$ cat config.mk
export PLATFORM = sky130hd
export DESIGN_NAME = wh_input_port
export DESIGN_NICKNAME = d
export VERILOG_FILES = /design/src/rtl/wh_pkg.sv /design/src/rtl/wh_fifo_dp.sv /design/src/rtl/wh_port_ctrl.sv /design/src/rtl/wh_input_port.sv
export SDC_FILE = /design/constraint.sdc
export NUM_CORES = 1
export LEC_CHECK = 0
export ABC_AREA = 1
export BUFFER_PORTS_ARGS = -buffer_cell sky130_fd_sc_hd__buf_4
export CAP_MARGIN = 20
export CORE_ASPECT_RATIO = 1.5
export CORE_MARGIN = 4
export CORE_UTILIZATION = 55
export CTS_CLUSTER_SIZE = 24
export DETAILED_ROUTE_END_ITERATION = 10
export PLACE_DENSITY_LB_ADDON = 0.12
export RECOVER_POWER = 50
export SYNTH_ARGS = -nofsm -noshare
export SYNTH_HDL_FRONTEND = slang
export SYNTH_SLANG_ARGS = --single-unit
$ cat constraint.sdc
create_clock -name clk -period 3.3 [get_ports clk]
set_input_delay 0 -clock clk [delete_from_list [all_inputs] [get_ports clk]]
set_output_delay 0 -clock clk [all_outputs]
set_load 0.05 [all_outputs]
$ cat src/rtl/wh_pkg.sv
package wh_pkg;
  // Framing flag positions inside the flit word; the routing decode relies on them.
  localparam int HEAD_BIT = 35;
  localparam int TAIL_BIT = 34;

  // Strobes from control to datapath.
  typedef struct packed {
    logic push;
    logic pop;
  } strobe_t;
endpackage

$ cat src/rtl/wh_fifo_dp.sv
module wh_fifo_dp #(
  parameter int FLIT_W = 36,
  parameter int DEPTH  = 4
) (
  input  logic               clk,
  input  logic               rstN,
  input  wh_pkg::strobe_t    strb,
  input  logic [FLIT_W-1:0]  inFlit,
  output logic [FLIT_W-1:0]  frontFlit
);
  localparam int PTR_W = (DEPTH > 1) ? $clog2(DEPTH) : 1;
  localparam logic [PTR_W-1:0] LAST = PTR_W'(DEPTH - 1);

  logic [FLIT_W-1:0] mem [DEPTH];
  logic [PTR_W-1:0]  wrPtr, rdPtr;

  function automatic logic [PTR_W-1:0] bump(input logic [PTR_W-1:0] p);
    return (p == LAST) ? '0 : p + 1'b1;
  endfunction

  always_ff @(posedge clk) begin
    if (!rstN) begin
      wrPtr <= '0;
      rdPtr <= '0;
    end else begin
      if (strb.push) wrPtr <= bump(wrPtr);
      if (strb.pop)  rdPtr <= bump(rdPtr);
    end
  end

  always_ff @(posedge clk) begin
    if (strb.push) mem[wrPtr] <= inFlit;
  end

  assign frontFlit = mem[rdPtr];
endmodule

$ cat src/rtl/wh_port_ctrl.sv
module wh_port_ctrl #(
  parameter int DEPTH  = 4,
  parameter int PORT_W = 3
) (
  input  logic              clk,
  input  logic              rstN,
  input  logic              inValid,
  input  logic              inHead,
  input  logic              inTail,
  input  logic              grant,
  input  logic              frontHead,
  input  logic              frontTail,
  input  logic [PORT_W-1:0] frontPort,
  output wh_pkg::strobe_t   strb,
  output logic              outValid,
  output logic              routeReq,
  output logic [PORT_W-1:0] reqPort,
  output logic              creditOut,
  output logic              overflowErr,
  output logic              framingErr
);
  localparam int CNT_W = $clog2(DEPTH + 1);
  localparam logic [CNT_W-1:0] FULL = CNT_W'(DEPTH);

  logic [CNT_W-1:0]  cnt;
  logic              locked;
  logic [PORT_W-1:0] lockPort;
  logic              inOpen;
  logic              frontIsHead;

  assign outValid    = (cnt != '0);
  assign overflowErr = inValid && (cnt == FULL);
  assign strb.push   = inValid && (cnt != FULL);
  assign strb.pop    = outValid && grant;
  assign creditOut   = strb.pop;
  assign frontIsHead = outValid && frontHead;
  assign routeReq    = frontIsHead;
  assign reqPort     = frontIsHead ? frontPort : lockPort;
  assign framingErr  = strb.push && inHead && inOpen;

  always_ff @(posedge clk) begin
    if (!rstN) begin
      cnt      <= '0;
      locked   <= 1'b0;
      lockPort <= '0;
      inOpen   <= 1'b0;
    end else begin
      cnt <= cnt + CNT_W'(strb.push) - CNT_W'(strb.pop);
      if (strb.pop) begin
        if (frontHead && !frontTail) begin
          locked   <= 1'b1;
          lockPort <= frontPort;
        end else if (frontTail) begin
          locked   <= 1'b0;
        end
      end
      if (strb.push) begin
        if (inHead && !inTail) inOpen <= 1'b1;
        else if (inTail)       inOpen <= 1'b0;
      end
    end
  end

  AST_NO_OVERFLOW: assert property (@(posedge clk) disable iff (!rstN)
    cnt <= FULL);
  AST_DROP_WHEN_FULL: assert property (@(posedge clk) disable iff (!rstN)
    overflowErr |=> (cnt + CNT_W'($past(strb.pop))) == $past(cnt));
  AST_CREDIT_MATCH: assert property (@(posedge clk) disable iff (!rstN)
    creditOut |=> (cnt + 1'b1) == ($past(cnt) + CNT_W'($past(strb.push))));
  AST_LOCK_HOLDS: assert property (@(posedge clk) disable iff (!rstN)
    (locked && strb.pop && !frontHead && !frontTail) |=> (locked && $stable(lockPort)));
  AST_TAIL_RELEASE: assert property (@(posedge clk) disable iff (!rstN)
    (strb.pop && frontTail) |=> !locked);
endmodule

$ cat src/rtl/wh_input_port.sv
module wh_input_port #(
  parameter int FLIT_W = 36,
  parameter int DEPTH  = 4,
  parameter int PORT_W = 3
) (
  input  logic              clk,
  input  logic              rstN,
  input  logic              inValid,
  input  logic [FLIT_W-1:0] inFlit,
  output logic              creditOut,
  output logic              outValid,
  output logic [FLIT_W-1:0] outFlit,
  output logic              routeReq,
  output logic [PORT_W-1:0] reqPort,
  input  logic              grant,
  output logic              overflowErr,
  output logic              framingErr
);
  import wh_pkg::*;

  strobe_t strb;

  wh_fifo_dp #(.FLIT_W(FLIT_W), .DEPTH(DEPTH)) uDp (
    .clk(clk), .rstN(rstN), .strb(strb), .inFlit(inFlit), .frontFlit(outFlit)
  );

  wh_port_ctrl #(.DEPTH(DEPTH), .PORT_W(PORT_W)) uCtrl (
    .clk(clk), .rstN(rstN),
    .inValid(inValid), .inHead(inFlit[HEAD_BIT]), .inTail(inFlit[TAIL_BIT]),
    .grant(grant),
    .frontHead(outFlit[HEAD_BIT]), .frontTail(outFlit[TAIL_BIT]),
    .frontPort(outFlit[PORT_W-1:0]),
    .strb(strb), .outValid(outValid), .routeReq(routeReq), .reqPort(reqPort),
    .creditOut(creditOut), .overflowErr(overflowErr), .framingErr(framingErr)
  );

  AST_REQ_NEEDS_FLIT: assert property (@(posedge clk) disable iff (!rstN)
    routeReq |-> outValid);
endmodule

==> impl_metrics.toml <==
[pwr]
switching_share_pct = 39.7
vdd_ir_drop_max_uv = 560
p_leak_nw = 2.76
p_seq_share_pct = 35.4
powerDensity_nw_per_um2 = 950
p_switching_mw = 2.88
power_mw = 7.25
p_int_mw = 4.37
comb_power_share_pct = 37.8
clock_power_share_pct = 26.8

[drt]
via_count = 3916
dr.pass1.iters = 4
drcViolationCount = 0
vias_per_cell = 5.36
wl_per_cell_um = 17.0
first_iter_violations = 270
drt_wl_total_um = 12400
ant_nets = 0

[grt]
busiest_layer = "met2"
grt_util_met3_pct = 4.95
met1_usage_pct = 24.3
grt_pass1_vias = 3986
grt_max_degree = 73
grt_overflow = 0
grt_first_pass_wirelength_um = 19600
use_met2_pct = 35.4
antenna_found_initial = 0
track_usage_pct = 20.3

[placement]
hpwl_um = 7030
dp_cells = 660
io_buffers = 83
place_ws_ns = 1.12
place_area_um2 = 6830
place.gp.congestion = 0.727

[clock_network]
root_buffer = "clkbuf_16"
h-tree-depth = 4
cts.sinks = 157
clk_pin_slew_ns = 0.06
cts-buffers-inserted = 17
cts_buffer_depth = 2
clkLatencyLatePin_ns = 0.41
cts_tree = "yes"

[final_layout]
n_antenna_cell = 0
fin_cells = 730
fin_nets = 620
drive_gt1_share_pct = 15.5
fin_util_pct = 71.3
postLayoutCellArea_um2 = 7640
fill_cells = 781
area_delta_synth_final_pct = 25.4

[sta]
fin_ws_ns = 0.568
rsz0062_at_grt = "no"
tns_ns = 0
max_slew_margin_pct = 26.7
slew_violations = 0
worstMarginPinSlew_ns = 1.10
post-route-period-util_pct = 82.8
finalWorstPathRequiredPeriod_ns = 2.73
hold_violations = 0
timing.final.setup_violations = 0
hold_ws_ns = 0.0837
fmax_ghz = 0.366
skew_ns = 0.00788

[logic_synthesis]
avgSynthCellArea_um2 = 13.4
yosysSeqAreaShare_pct = 75.3
syn_inst = 453
synthDistinctLibCells = 30
yosys_warnings = 0
yosysTopAreaCellShare_pct = 71.0
syn-cell-area_um2 = 6090
ys_seq_elements = 157
yosysTopAreaCell = "edfxtp_1"
ys_top_cells_by_area = "edfxtp_1 (71%), nor2_1 (5.2%), o21ai_0 (4.9%)"
syn_nets = 500

[worst_hold_path]
hp-class = "input port to register"

[floorplanning]
die_w_um = 93.9
ios = 84
die_area_um2 = 12900
core_um2 = 10700
die_h_um = 137
initial_utilization_pct = 56.9
rows = 46

[critical_path]
endpoint_kind = "output pin"
critPathMaxFanout = 50
crit_type = "register to output pin"
cp.required_ns = 3.30
arrival_ns = 2.73
crit_path_start_kind = "register"

[outcome]
outcome = "completed"

[job]
cap_violations = 0
[path summary, 6_finish.rpt]
path / startpoint / end / slack, ns / cells past startpoint
worst max-delay path: register / reqPort[0] / 0.57 / 6
worst min-delay path: grant / register / 0.08 / 4
worst max register to register: uCtrl.cnt[1] / uDp.mem[1][25] / 0.82 / 5
worst min register to register: uDp.rdPtr[1] / register / 0.51 / 2
[power groups by stage]
stage	combinational (mW)	clock [mW]	sequential (mW)
3_5_place_dp	2.77	0	2.60
4_1_cts	2.82	1.97	2.56
2_1_floorplan	2.04	0	2.55
6_report	2.74	1.95	2.57
3_3_place_gp	2.74	0	2.59
5_1_grt	2.92	2.07	2.59
[placed cells by master (no fill, tap or decap), types with 3 or more instances in the layout]
cell type,count
o21ai_0,61
dlygate4sd3_1,38
clkbuf_1,43
nor2_4,3
dfxtp_1,13
o22ai_1,31
buf_4,47
o21ai_1,15
o22ai_2,3
edfxtp_1,144
inv_1,24
clkinvlp_4,3
nand2_1,24
ha_1,6
nor2_1,82
clkbuf_16,17
inv_6,4
bufinv_16,3
a21oi_1,4
[critical path: stages, from the launching register on]
cell and delay, ns:
dfxtp_1 0.90, buf_4 0.57, o21ai_0 0.20, o22ai_2 0.28
nand2_1 0.07, o21ai_1 0.07, buf_4 0.21
[cell type report]
type | instances | area (um^2) | area share [%]
repair buffers | 127 | 893 | 11.7
clock inverters | 12 | 160 | 2.10
multi-input cells | 243 | 1270 | 16.7
flip-flops and latches | 157 | 4580 | 60.0
well taps | 144 | 180 | 2.36
clock buffers | 20 | 437 | 5.72
inverters | 27 | 109 | 1.43
[flip-flops by register name, summed over array words and instances (netlist names), named ones only]
signal / count
uDp.mem: 144
uCtrl.inOpen: 1
uCtrl.lockPort: 3
uDp.wrPtr: 2
uDp.rdPtr: 2
uCtrl.cnt: 3
[cells by family (layout without fill, tap and decap cells)]
kind of cell	after synthesis	after routing	share of synthesized area, %
flops	157	157	75.3
xor+xnor	2	2	0.288
buf+inv	53	186	4.13
fa+ha+maj	7	7	1.56
simple gates	117	117	7.91
compound gates	117	117	10.8
[per-layer routing]
metal,vias up,part of all wire (%)
met5,-,0
met4,0,1.7
met3,15,4.3
met2,111,54
met1,1914,40
li1,1876,-
[cells in the mapped netlist, drive strengths merged]
| library cell | instances |
|---|---|
| a211oi | 1 |
| a21oi | 4 |
| buf | 15 |
| clkbuf | 11 |
| dfxtp | 13 |
| edfxtp | 144 |
| fa | 1 |
| ha | 6 |
| inv | 27 |
| nand2 | 26 |
| nand3 | 5 |
| nor2 | 85 |
| nor3 | 1 |
| o211a | 2 |
| o21ai | 76 |
| o22ai | 34 |
| xnor2 | 1 |
| xor2 | 1 |
[repair_timing]
action	in CTS	in global routing
buffers inserted	0	0
hold endpoints to repair	157	0
hold buffers	38	0
endpoints found under the setup margin	0	0
resized for setup	0	0
(Power assumes the default switching activity.)
